File: src/rtl/irq_pick_pkg.sv
package irq_pick_pkg;
   typedef enum logic [1:0] {
      PRIV_USER = 2'd0,
      PRIV_SUPV = 2'd1,
      PRIV_RSVD = 2'd2,
      PRIV_MACH = 2'd3
   } priv_e;

   function automatic logic mach_gate(input priv_e pv, input logic mie);
      return (pv != PRIV_MACH) || mie;
   endfunction

   function automatic logic supv_gate(input priv_e pv, input logic sie);
      return (pv == PRIV_USER) || ((pv == PRIV_SUPV) && sie);
   endfunction
endpackage

File: src/rtl/irq_pend_store.sv
module irq_pend_store #(
   parameter int N = 16
) (
   input  logic         clk,
   input  logic         rst_n,
   input  logic         upd_valid_i,
   input  logic [N-1:0] upd_mask_i,
   input  logic [N-1:0] upd_value_i,
   output logic [N-1:0] upd_old_o,
   output logic [N-1:0] pend_o
);
   logic [N-1:0] pend_q;
   logic [N-1:0] merged;

   if (N < 1) begin : g_bad_n
      $error("irq_pend_store: N must be positive");
   end

   always_comb begin
      merged = (pend_q & ~upd_mask_i) | (upd_value_i & upd_mask_i);
   end

   always_ff @(posedge clk) begin
      if (!rst_n) pend_q <= '0;
      else if (upd_valid_i) pend_q <= merged;
   end

   assign upd_old_o = pend_q;
   assign pend_o    = pend_q;

   AST_PEND_MERGE: assert property (@(posedge clk) disable iff (!rst_n)
      upd_valid_i |=> pend_q == (($past(upd_old_o) & ~$past(upd_mask_i)) |
                                 ($past(upd_value_i) & $past(upd_mask_i))));
   AST_PEND_HOLD: assert property (@(posedge clk) disable iff (!rst_n)
      !upd_valid_i |=> $stable(pend_q));
endmodule

File: src/rtl/irq_claim_store.sv
module irq_claim_store #(
   parameter int N = 16
) (
   input  logic         clk,
   input  logic         rst_n,
   input  logic         clm_valid_i,
   input  logic [N-1:0] clm_bits_i,
   output logic         clm_ok_o,
   output logic [N-1:0] claim_o
);
   logic [N-1:0] claim_q;
   logic         clash;

   if (N < 1) begin : g_bad_n
      $error("irq_claim_store: N must be positive");
   end

   assign clash    = |(claim_q & clm_bits_i);
   assign clm_ok_o = clm_valid_i && !clash;

   always_ff @(posedge clk) begin
      if (!rst_n) claim_q <= '0;
      else if (clm_valid_i && !clash) claim_q <= claim_q | clm_bits_i;
   end

   assign claim_o = claim_q;

   AST_CLM_REJECT: assert property (@(posedge clk) disable iff (!rst_n)
      (clm_valid_i && !clm_ok_o) |=> $stable(claim_q));
   AST_CLM_GROW: assert property (@(posedge clk) disable iff (!rst_n)
      clm_ok_o |=> ((claim_q & $past(clm_bits_i)) == $past(clm_bits_i)));
   AST_CLM_KEEP: assert property (@(posedge clk) disable iff (!rst_n)
      1'b1 |=> (($past(claim_q) & ~claim_q) == '0));
endmodule

File: src/rtl/irq_gate.sv
module irq_gate
   import irq_pick_pkg::*;
#(
   parameter int N = 16
) (
   input  logic [N-1:0] pend_i,
   input  logic [N-1:0] en_i,
   input  logic [N-1:0] deleg_i,
   input  logic [1:0]   priv_i,
   input  logic         mie_i,
   input  logic         sie_i,
   output logic [N-1:0] cand_o
);
   priv_e pv;
   logic  m_ok;
   logic  s_ok;

   assign pv   = priv_e'(priv_i);
   assign m_ok = mach_gate(pv, mie_i);
   assign s_ok = supv_gate(pv, sie_i);

   for (genvar b = 0; b < N; b++) begin : g_bit
      logic armed;
      assign armed     = pend_i[b] & en_i[b];
      assign cand_o[b] = armed & (deleg_i[b] ? s_ok : m_ok);
   end
endmodule

File: src/rtl/irq_lsb_pick.sv
module irq_lsb_pick #(
   parameter int N          = 16,
   parameter int PICK_STYLE = 0,
   localparam int CW        = (N > 1) ? $clog2(N) : 1
) (
   input  logic [N-1:0]  vec_i,
   output logic          any_o,
   output logic [CW-1:0] idx_o
);
   if (PICK_STYLE != 0 && PICK_STYLE != 1) begin : g_bad_style
      $error("irq_lsb_pick: PICK_STYLE must be 0 or 1");
   end

   assign any_o = |vec_i;

   if (PICK_STYLE == 0) begin : g_scan
      always_comb begin
         idx_o = '0;
         for (int i = N - 1; i >= 0; i--) begin
            if (vec_i[i]) idx_o = CW'(i);
         end
      end
   end else begin : g_onehot
      logic [N-1:0] lone;
      assign lone = vec_i & (~vec_i + N'(1));
      for (genvar j = 0; j < CW; j++) begin : g_enc
         logic [N-1:0] sel;
         for (genvar i = 0; i < N; i++) begin : g_sel
            assign sel[i] = lone[i] & ((i >> j) & 1) != 0;
         end
         assign idx_o[j] = |sel;
      end
   end
endmodule

File: src/rtl/irq_pick_unit.sv
module irq_pick_unit #(
   parameter int N          = 16,
   parameter int PICK_STYLE = 0,
   localparam int CW        = (N > 1) ? $clog2(N) : 1
) (
   input  logic          clk,
   input  logic          rst_n,
   input  logic [N-1:0]  en_mask,
   input  logic [N-1:0]  deleg_mask,
   input  logic [1:0]    priv,
   input  logic          mie_bit,
   input  logic          sie_bit,
   input  logic          upd_valid,
   input  logic [N-1:0]  upd_mask,
   input  logic [N-1:0]  upd_value,
   output logic [N-1:0]  upd_old,
   input  logic          clm_valid,
   input  logic [N-1:0]  clm_bits,
   output logic          clm_ok,
   output logic [N-1:0]  clm_state,
   output logic [N-1:0]  pend_state,
   output logic          take_irq,
   output logic [CW-1:0] irq_cause
);
   logic [N-1:0] pend_w;
   logic [N-1:0] cand_w;

   if (N < 2 || N > 64) begin : g_bad_n
      $error("irq_pick_unit: N out of range 2..64");
   end

   irq_pend_store #(.N(N)) u_pend (
      .clk(clk), .rst_n(rst_n),
      .upd_valid_i(upd_valid), .upd_mask_i(upd_mask), .upd_value_i(upd_value),
      .upd_old_o(upd_old), .pend_o(pend_w)
   );

   irq_claim_store #(.N(N)) u_claim (
      .clk(clk), .rst_n(rst_n),
      .clm_valid_i(clm_valid), .clm_bits_i(clm_bits),
      .clm_ok_o(clm_ok), .claim_o(clm_state)
   );

   irq_gate #(.N(N)) u_gate (
      .pend_i(pend_w), .en_i(en_mask), .deleg_i(deleg_mask),
      .priv_i(priv), .mie_i(mie_bit), .sie_i(sie_bit), .cand_o(cand_w)
   );

   irq_lsb_pick #(.N(N), .PICK_STYLE(PICK_STYLE)) u_pick (
      .vec_i(cand_w), .any_o(take_irq), .idx_o(irq_cause)
   );

   assign pend_state = pend_w;

   AST_TAKE_ENABLED: assert property (@(posedge clk) disable iff (!rst_n)
      take_irq |-> (pend_w[irq_cause] && en_mask[irq_cause]));
   AST_LOWEST_WINS: assert property (@(posedge clk) disable iff (!rst_n)
      take_irq |-> ((cand_w & ((N'(1) << irq_cause) - N'(1))) == '0));
   AST_IDLE_CAUSE: assert property (@(posedge clk) disable iff (!rst_n)
      !take_irq |-> (irq_cause == '0));
   AST_DELEG_BLOCKED: assert property (@(posedge clk) disable iff (!rst_n)
      (take_irq && priv[1]) |-> !deleg_mask[irq_cause]);
   AST_MACH_MASKED: assert property (@(posedge clk) disable iff (!rst_n)
      (take_irq && priv == 2'd3 && !mie_bit) |-> 1'b0);
endmodule

File: config.mk
export PLATFORM = sky130hd
export DESIGN_NAME = irq_pick_unit
export DESIGN_NICKNAME = d
export VERILOG_FILES = /design/src/rtl/irq_pick_pkg.sv /design/src/rtl/irq_pend_store.sv /design/src/rtl/irq_claim_store.sv /design/src/rtl/irq_gate.sv /design/src/rtl/irq_lsb_pick.sv /design/src/rtl/irq_pick_unit.sv
export SDC_FILE = /design/constraint.sdc
export NUM_CORES = 1
export LEC_CHECK = 0
export BUFFER_PORTS_ARGS = -buffer_cell sky130_fd_sc_hd__buf_4
export CORE_MARGIN = 2
export CORE_UTILIZATION = 45
export CTS_CLUSTER_DIAMETER = 40
export DETAILED_ROUTE_END_ITERATION = 8
export PLACE_DENSITY = 0.91
export REMOVE_ABC_BUFFERS = 1
export SKIP_CTS_REPAIR_TIMING = 1
export SLEW_MARGIN = 20
export SYNTH_ARGS = -nofsm -noshare
export SYNTH_HDL_FRONTEND = slang
export SYNTH_HIERARCHICAL = 1
export SYNTH_SLANG_ARGS = --single-unit
export TNS_END_PERCENT = 10
File: constraint.sdc
create_clock -name clk -period 3 [get_ports clk]
set_clock_uncertainty 0.05 [all_clocks]
set_input_delay 0.15 -clock clk [delete_from_list [all_inputs] [get_ports clk]]
set_output_delay 0.15 -clock clk [all_outputs]
set_load 0.1 [all_outputs]
==> results of run 1 <==
synthesized netlist by cell type (4+ instances only):
library cell and n:
a21oi_1 4, nand2b_1 12, buf_4 17, buf_6 8, nand2_2 10, nand2_1 78
a21oi_2 10, o31ai_1 7, nor2_1 12, nand3_1 19, o31ai_2 9, mux2i_1 16
dfxtp_1 32, inv_1 4, a22oi_1 9, a211oi_1 5
cells by family after synthesis:
family	synth area share [%]
multiplexers	7.22
flip-flops	28.9
buffers and inverters	13.1
AND/OR/NAND/NOR	29.9
AO/OA/AOI/OAI	20.9
metal layers:
layer	routed length, um	track usage [%]	up-vias
met5	0	0	-
met4	114	8.73	0
met3	592	6.50	12
met2	3200	40.2	119
met1	2380	23.3	1101
li1	-	-	1181
power breakdown:
part | total (mW) | leakage [nW] | switching, mW | internal (mW)
combinational | 1.26 | 1.23 | 0.951 | 0.307
clock | 0.361 | 0.0434 | 0.176 | 0.186
sequential | 0.551 | 0.262 | 0.0614 | 0.490
worst register-to-register path, cell delays in order, from the launching register on:
cell     delay (ns)
dfxtp_1        0.34
a22oi_1        0.29
nand4_2        0.56
o31ai_1        0.41
how the worst max path moves through the flow:
stage                     depth (start not counted)            to           startpoint  slack, ns
final                                             7  irq_cause[0]             register       0.82
after global routing                              6  irq_cause[2]             register       0.68
after CTS                                         7  irq_cause[0]             register       0.82
after floorplan                                   3        clm_ok  u_claim/claim_o[12]      -1.37
after detailed placement                          9  irq_cause[0]              sie_bit       0.98
after global placement                            9  irq_cause[0]              sie_bit       1.06
final cells by class:
type | instances | area (um2) | area share, %
multi-input cells | 211 | 1290 | 40.2
repair buffers | 143 | 1070 | 33.6
flip-flops and latches | 32 | 641 | 20.0
well taps | 67 | 83.8 | 2.62
clock buffers | 6 | 82.6 | 2.58
clock inverters | 2 | 15.0 | 0.470
inverters | 4 | 15.0 | 0.470
stage by stage:
step | area (um2) | hold WS [ns] | setup TNS [ns]
finish | 3200 | 0.0564 | 0
global route | 3200 | 0.0612 | 0
CTS | 3200 | 0.0465 | 0
detailed placement | 3100 | 0.359 | 0
global placement | 3100 | 0.354 | 0
floorplan | 1940 | 0.213 | -4.96
==> flow_summary_export.csv, run 1 <==
group,metric,value,unit
outcome,status,"finished, final reports clean",
yosys,synth_ff_type,"dfxtp_1",
floorplan,fp.dieH,74.2,um
yosys,synthDominantAreaCellType,"dfxtp_1",
cells_and_area,num-fill-cells,426,
yosys,yosysSeqAreaShare,28.9,%
yosys,synth_top_area_share,28.9,%
routing,dr.pass1.iters,4,
global_routing,grtUsageTotal,21.8,%
cts,cts.path.max_buffers,2,
global_routing,grt_max_degree,65,
floorplan,core,4720,um2
critical_path,reg2regPathDepth,3,
sta,fmax,459,MHz
global_routing,grt_pass1_wl,9380,um
floorplan,ios,142,
cells_and_area,layout.nets,485,
cells_and_area,final_cell_mix,"buf_4 (143), nand2_1 (78), dfxtp_1 (32), nand3_1 (19), mux2i_1 (16)",
critical_path,critical-path-slowest-cell,"a211oi_1",
critical_path,arrival,1.98,ns
cts,cts_made_buffers,5,
place,pre_cts_ws,0.977,ns
floorplan,floorplan.initialDensity,47.0,%
sta,min_period_over_period,72.5,%
critical_path,cp.required,2.80,ns
yosys,mappedNetlistArea,2220,um2
cells_and_area,drive_above_1_share,46.7,%
cts,htreeDepth,2,
cells_and_area,diodes,0,
yosys,syn_avg_cell_area,8.01,um2
cells_and_area,area_growth,44.1,%
hold_path,hold_depth,3,
yosys,ys_top_cells_by_area,"dfxtp_1 (29%), nand2_1 (13%), mux2i_1 (7.2%)",
yosys,ys_ff_latch,32,
flow_run,max_cap_viol_count,0,
cts,cts_tree,"done",
cts,cts_root_buffer,"clkbuf_8",
critical_path,critPathTopFamily,"compound AO/OA/AOI/OAI gates",
routing,drc,0,
floorplan,num_rows,25,
place,io_buffers,141,
global_routing,grt_overflow,0,
place,gp_congestion,0.855,
routing,via_per_inst,5.19,
global_routing,grt_antenna_before_repair,0,
critical_path,cp-end-kind,"output port",
yosys,ys_types,35,
sta,rsz0062_at_grt,"no",
critical_path,cpPeakStageDelay,0.42,ns
cts,insertion_delay,0.28,ns
hold_path,min_from,"upd_value[8]",
pwr,finalPower,2.17,mW
critical_path,critPathBufInv,1,
hold_path,min_path_type,"in -> reg",
global_routing,grt_pass1_vias,2177,
floorplan,die_area,5510,um2
pwr,power.density,679,nW/um2
yosys,yosys_warnings,6,
sta,hold_viol,0,
sta,drv_slew,0,
routing,ant_nets,0,
cts,clk_pin_slew,0.08,ns
routing,avgRoutedWirePerCell,13.5,um
routing,vias,2413,
critical_path,timing.critical_path.mode_cell,"nand2_1",
cells_and_area,final_common_cell,"buf_4",
sta,worst_pin_slew,0.606,ns
sta,timing.final.ws_setup,0.824,ns
routing,drt_wl_total,6290,um
critical_path,path_cells,"nand2_1, a211oi_1, nor2_1, nand2_1, nand3_1, o22ai_1, buf_4",
sta,relSlewSlack,59.5,%
pwr,ir_drop,0.619,mV
critical_path,critPathKind,"reg -> out",
routing,drt_iter0_markers,73,
critical_path,rrSetupSlack,1.27,ns
yosys,async_reset_ff_share,0,%
critical_path,worstPathMaxFanout,4,
cells_and_area,instances_no_fill,465,
cts,clock_sinks,32,
critical_path,critPathLaunchType,"register",
yosys,synth_edf_count,0,
yosys,netlist_instances,277,
floorplan,die_x,74.2,um
critical_path,r2r_end,"u_claim/claim_o[10]",
place,dp_cells,457,
cells_and_area,post-route-util,67.7,%
pwr,leakage,1.54,nW
place,dp_hpwl,4910,um
sta,finalSetupViolCount,0,
sta,period_minus_slack,2.18,ns
critical_path,rr_startpoint,"u_claim/claim_o[4]",
Note: power is estimated with default switching activity, not from simulation.
==> run 2: changes to the inputs <==
- ABC_AREA: unset -> 1
- CORE_UTILIZATION: 45 -> 39
- PLACE_DENSITY: 0.91 -> 0.84
- clock period: 3 -> 1.9 ns (I/O delays scaled with it)
==> run 2 against run 1 <==
Against the previous run:
- critical path depth is 10 higher
- highest routed layer unchanged
- largest cell class unchanged
- the flow now finishes with violations (hold timing, setup timing)
- global-route usage is 1.7 points lower
- sequential cell count stayed put
==> flow_summary_export.csv, run 2 <==
group,metric,value,unit
yosys,syn_avg_cell_area,6.21,um2
cells_and_area,final_common_cell,"buf_4",
cells_and_area,regArea,644,um2
sta,period_minus_slack,2.02,ns
critical_path,cp.required,1.75,ns
routing,dr.pass1.iters,4,
floorplan,ios,142,
yosys,synthTopCellsByCount,"nand2_1 (117), inv_1 (68), nor2_1 (43)",
global_routing,grt_pass1_wl,10300,um
global_routing,grt_overflow,0,
yosys,synthDominantAreaCellType,"dfxtp_1",
critical_path,rrSetupSlack,0.41,ns
yosys,synth_top_area_share,27.6,%
hold_path,hold_depth,3,
routing,drc,0,
cts,cts_tree,"done",
global_routing,grt_antenna_before_repair,0,
cells_and_area,final_cell_area,3490,um2
critical_path,rr_startpoint,"u_claim/claim_o[1]",
cells_and_area,layout.nets,597,
critical_path,reg2regPathDepth,7,
cts,htreeDepth,2,
pwr,ir_drop,0.669,mV
outcome,violations,"hold timing, setup timing",
cts,clk_pin_slew,0.07,ns
cells_and_area,final_cell_mix,"buf_4 (145), nand2_1 (116), inv_1 (68), nor2_1 (42), dfxtp_1 (29)",
sta,timing.final.ws_setup,-0.118,ns
cts,cts_made_buffers,5,
critical_path,r2r_end,"u_claim/claim_o[11]",
yosys,yosys_warnings,6,
routing,ant_nets,0,
sta,worst_pin_slew,0.721,ns
place,dp_hpwl,5300,um
yosys,ys_ff_latch,32,
sta,whs,-0.0115,ns
yosys,netlist_instances,373,
floorplan,core,5820,um2
sta,finalSetupViolCount,2,
yosys,synth_most_common_cell,"nand2_1",
critical_path,critPathLaunchType,"register",
sta,rsz0062_at_grt,"yes",
floorplan,fp.dieH,81.1,um
pwr,leakage,1.91,nW
critical_path,cp-end-kind,"output port",
floorplan,num_rows,28,
yosys,async_reset_ff_share,0,%
routing,drt_iter0_markers,53,
routing,avgRoutedWirePerCell,11.6,um
critical_path,path_cells,"nand2_1, a21oi_2, nand2_1, nand2_1, nand2_1, nand2_1, nand2_1, nand2_1, nand2_1, nand2_1, nand2_1, nand2_1, nand2_1, nand2_1, nand2_1, a21oi_2, buf_8",
cts,cts.path.max_buffers,2,
pwr,power.density,929,nW/um2
place,gp_congestion,0.819,
critical_path,timing.critical_path.mode_cell,"nand2_1",
critical_path,cp.depth,17,
cells_and_area,drive_above_1_share,43.2,%
routing,vias,2666,
global_routing,grtUsageTotal,20.2,%
place,pre_cts_ws,0.0692,ns
floorplan,die_area,6570,um2
flow_run,max_cap_viol_count,0,
critical_path,critPathBufInv,1,
sta,min_period_over_period,106,%
yosys,synth_ff_type,"dfxtp_1",
cells_and_area,diodes,0,
hold_path,min_from,"upd_value[8]",
sta,relSlewSlack,51.9,%
cts,cts_root_buffer,"clkbuf_8",
sta,hold_viol,7,
cts,clock_sinks,32,
yosys,ys_top_cells_by_area,"dfxtp_1 (28%), nand2_1 (19%), inv_1 (11%)",
place,placed_area,3290,um2
floorplan,die_x,81.1,um
floorplan,floorplan.initialDensity,39.8,%
critical_path,critPathKind,"reg -> out",
place,io_buffers,141,
cells_and_area,post-route-util,60.0,%
hold_path,min_path_type,"in -> reg",
cells_and_area,multi_input_area,1190,um2
sta,fmax,496,MHz
yosys,yosysSeqAreaShare,27.6,%
critical_path,critPathTopFamily,"simple AND/OR/NAND/NOR gates",
yosys,ys_types,22,
sta,drv_slew,0,
yosys,mappedNetlistArea,2320,um2
global_routing,grt_max_degree,18,
cells_and_area,area_growth,50.7,%
cells_and_area,num-fill-cells,563,
routing,drt_wl_total,6760,um
global_routing,grt_pass1_vias,2458,
routing,via_per_inst,4.57,
critical_path,arrival,1.87,ns
pwr,finalPower,3.25,mW
outcome,status,"finished with violations",
cts,insertion_delay,0.28,ns
critical_path,cpPeakStageDelay,0.36,ns
yosys,synth_edf_count,0,
critical_path,critical-path-slowest-cell,"dfxtp_2",
critical_path,worstPathMaxFanout,4,
-- run 2: cell count changes after synthesis, sizes merged, moves of 9 or more --
cell	previous run	this run
mux2i	16	0
a21oi	14	35
a22oi	9	0
nand2	88	128
o31ai	17	0
nor2	13	49
nand2b	12	0
inv	4	75
-- run 2: cell type report --
cell class,instances,area share [%]
Multi-Input combinational cell,241,34.0
Timing Repair Buffer,154,34.0
Sequential cell,32,18.5
Inverter,75,8.06
Clock buffer,7,2.76
Tap cell,75,2.69
-- run 2: layer usage --
layer  wire (um)  track usage [%]  share of wire, %
met5           0                0                 0
met3         672             6.78               9.9
met4         109             6.78               1.6
met2        3410             38.1                50
met1        2570             20.6                38
-- run 2: power by group --
part           leakage (nW)  switching, mW  internal, mW
combinational          1.60           1.38         0.472
sequential            0.264         0.0686         0.754
clock                0.0503          0.253         0.323
total                  1.91           1.70          1.55
-- run 2: cell families (layout without fill, tap and decap cells) --
| family | after synthesis | in the layout | synth area share, % |
|---|---|---|---|
| AO/OA/AOI/OAI | 35 | 35 | 11.0 |
| buffers and inverters | 100 | 236 | 21.8 |
| flip-flops | 32 | 32 | 27.6 |
| AND/OR/NAND/NOR | 206 | 206 | 39.6 |
-- run 2: worst max-delay path by stage --
stage | slack [ns] | end | from
global route | -0.29 | irq_cause[0] | register
floorplan | -2.65 | irq_cause[1] | register
finish | -0.12 | irq_cause[0] | register
detailed placement | 0.07 | irq_cause[0] | priv[0]
CTS | -0.20 | irq_cause[0] | register
global placement | 0.09 | irq_cause[0] | priv[0]
-- run 2: stage by stage --
step,cells,TNS (ns)
2_1_floorplan,348,-13.52
3_3_place_gp,570,0
3_5_place_dp,570,0
4_1_cts,577,-0.354
5_1_grt,584,-0.601
6_report,584,-0.215
-- run 2: worst register-to-register path, cell delays in order (launching register included) --
cell and delay, ns:
dfxtp_1 0.34, nand2_1 0.07, inv_1 0.04, nor2_1 0.13
nand2_2 0.10, nor2_4 0.39, nand3_1 0.16, a21oi_1 0.15
==> run 3: changes to the inputs <==
- CORE_UTILIZATION: 39 -> 40
- CTS_BUF_LIST: unset -> sky130_fd_sc_hd__clkbuf_8
- PLACE_DENSITY: 0.84 -> 0.85
- REMOVE_ABC_BUFFERS: 1 -> unset
==> run 3 against run 2 <==
Against the previous run:
- non-clock buffer count grew 5
- register-to-register slack worse by 0.05 ns
- critical path depth stayed put
- via count fell by 1.3%
- the run still ends with hold timing, setup timing left
==> flow_summary_export.csv, run 3 (synthesis gave the netlist of run 2 again) <==
group,metric,value,unit
outcome,status,"finished with violations",
outcome,violations,"hold timing, setup timing",
global_routing,grt_pass1_wl,10000,um
pwr,sequentialPowerShare,25.3,%
sta,fmax,505,MHz
cts,cts_tree,"done",
sta,hold_viol,8,
sta,period_minus_slack,1.98,ns
critical_path,timing.critical_path.mode_cell,"nand2_1",
sta,drv_slew,0,
sta,relSlewSlack,54.3,%
place,pre_cts_ws,0.0270,ns
place,gp_congestion,0.854,
pwr,ir_drop,0.722,mV
cts,cts_root_buffer,"clkbuf_8",
floorplan,die_x,80.1,um
sta,finalSetupViolCount,2,
global_routing,grt_overflow,0,
critical_path,path_cells,"nand2_4, a21oi_4, inv_1, nand2_1, nand2_1, nand2_1, nand2_1, nand2_1, nand2_1, nand2_1, nand2_1, nand2_1, nand2_1, nand2_1, nand2_2, a21oi_4, buf_12",
critical_path,rr_startpoint,"u_claim/claim_o[0]",
cells_and_area,diodes,0,
pwr,combPwrFrac,58.3,%
pwr,power.switching,1.73,mW
critical_path,critPathTopFamily,"simple AND/OR/NAND/NOR gates",
yosys,syn-num-nets,461,
flow_run,max_cap_viol_count,0,
pwr,leakage,1.97,nW
floorplan,floorplan.initialDensity,41.8,%
routing,ant_nets,0,
cells_and_area,instances_no_fill,587,
global_routing,grt_antenna_before_repair,0,
pwr,finalPower,3.31,mW
routing,avgRoutedWirePerCell,11.3,um
place,dp_cells,568,
sta,timing.final.ws_setup,-0.0801,ns
global_routing,grtUsageTotal,19.6,%
floorplan,ios,142,
critical_path,critPathKind,"reg -> out",
pwr,power.density,904,nW/um2
pwr,power.internal,1.58,mW
critical_path,cp-end-kind,"output port",
floorplan,num_rows,27,
sta,min_period_over_period,104,%
cells_and_area,drive_above_1_share,50.1,%
floorplan,fp.dieH,80.1,um
sta,rsz0062_at_grt,"yes",
floorplan,die_area,6420,um2
cts,cts.path.max_buffers,2,
place,placed_area,3410,um2
cells_and_area,layout.nets,602,
critical_path,cpPeakStageDelay,0.37,ns
critical_path,worstPathMaxFanout,3,
cts,clock_sinks,32,
cts,insertion_delay,0.28,ns
cells_and_area,area_growth,58.0,%
cts,cts_made_buffers,5,
critical_path,critPathBufInv,2,
cts,htreeDepth,2,
global_routing,grt_max_degree,18,
floorplan,core,5540,um2
routing,drt_wl_total,6640,um
critical_path,cp.required,1.75,ns
hold_path,min_from,"upd_value[3]",
pwr,sw_frac_of_total,52.3,%
critical_path,arrival,1.84,ns
cells_and_area,final_common_cell,"buf_4",
cells_and_area,final_cell_mix,"buf_4 (148), nand2_1 (112), inv_1 (69), nor2_1 (41), dfxtp_2 (27)",
cts,clk_pin_slew,0.07,ns
critical_path,critical-path-slowest-cell,"dfxtp_4",
routing,drc,0,
hold_path,min_path_type,"in -> reg",
sta,whs,-0.0110,ns
global_routing,grt_pass1_vias,2387,
routing,via_per_inst,4.48,
place,io_buffers,141,
place,dp_hpwl,5240,um
routing,dr.pass1.iters,4,
cells_and_area,final_cell_area,3660,um2
sta,worst_pin_slew,0.684,ns
pwr,clockPowerShare,16.4,%
critical_path,critPathLaunchType,"register",
routing,vias,2632,
routing,drt_iter0_markers,73,
[run 3: worst min-delay path, stage by stage]
cell,delay (ns)
buf_4,0.08
nor2_1,0.03
nor2_1,0.08
[run 3: layout make-up]
cell class	instances	area (um2)
Fill cell	483	1880
Multi-Input combinational cell	241	1260
Timing Repair Buffer	159	1250
Sequential cell	32	693
Inverter	75	282
Tap cell	72	90.1
Clock buffer	6	82.6
Clock inverter	2	10.0
[run 3: worst paths after layout]
| check | endpoint | slack [ns] | depth (start not counted) |
|---|---|---|---|
| setup / recovery | irq_cause[0] | -0.08 | 17 |
| hold / removal | register | -0.01 | 3 |
| setup reg to reg | u_claim/claim_o[13] | 0.36 | 7 |
| hold reg to reg | u_claim/claim_o[12] | 0.41 | 2 |
[run 3: power by group through the flow]
stage | logic (mW) | registers, mW | clock network (mW)
floorplan | 0.922 | 1.42 | 0
global placement | 1.86 | 0.847 | 0
detailed placement | 1.88 | 0.851 | 0
CTS | 1.88 | 0.839 | 0.560
global route | 2.02 | 0.851 | 0.601
finish | 1.93 | 0.839 | 0.542
[run 3: per-stage QoR]
step / hold WS (ns) / TNS, ns / utilization [%]
final: -0.0110 / -0.109 / 66.1
after global routing: 0.000584 / -0.631 / 66.1
after CTS: -0.0219 / -0.360 / 63.3
after detailed placement: 0.273 / 0 / 61.6
after global placement: 0.267 / 0 / 61.6
after floorplan: 0.179 / -0.787 / -
[run 3: routing by layer]
metal	track usage, %	routed length, um
met1	21.3	2610
met2	35.8	3380
met3	6.52	580
met4	6.10	69
met5	0	0
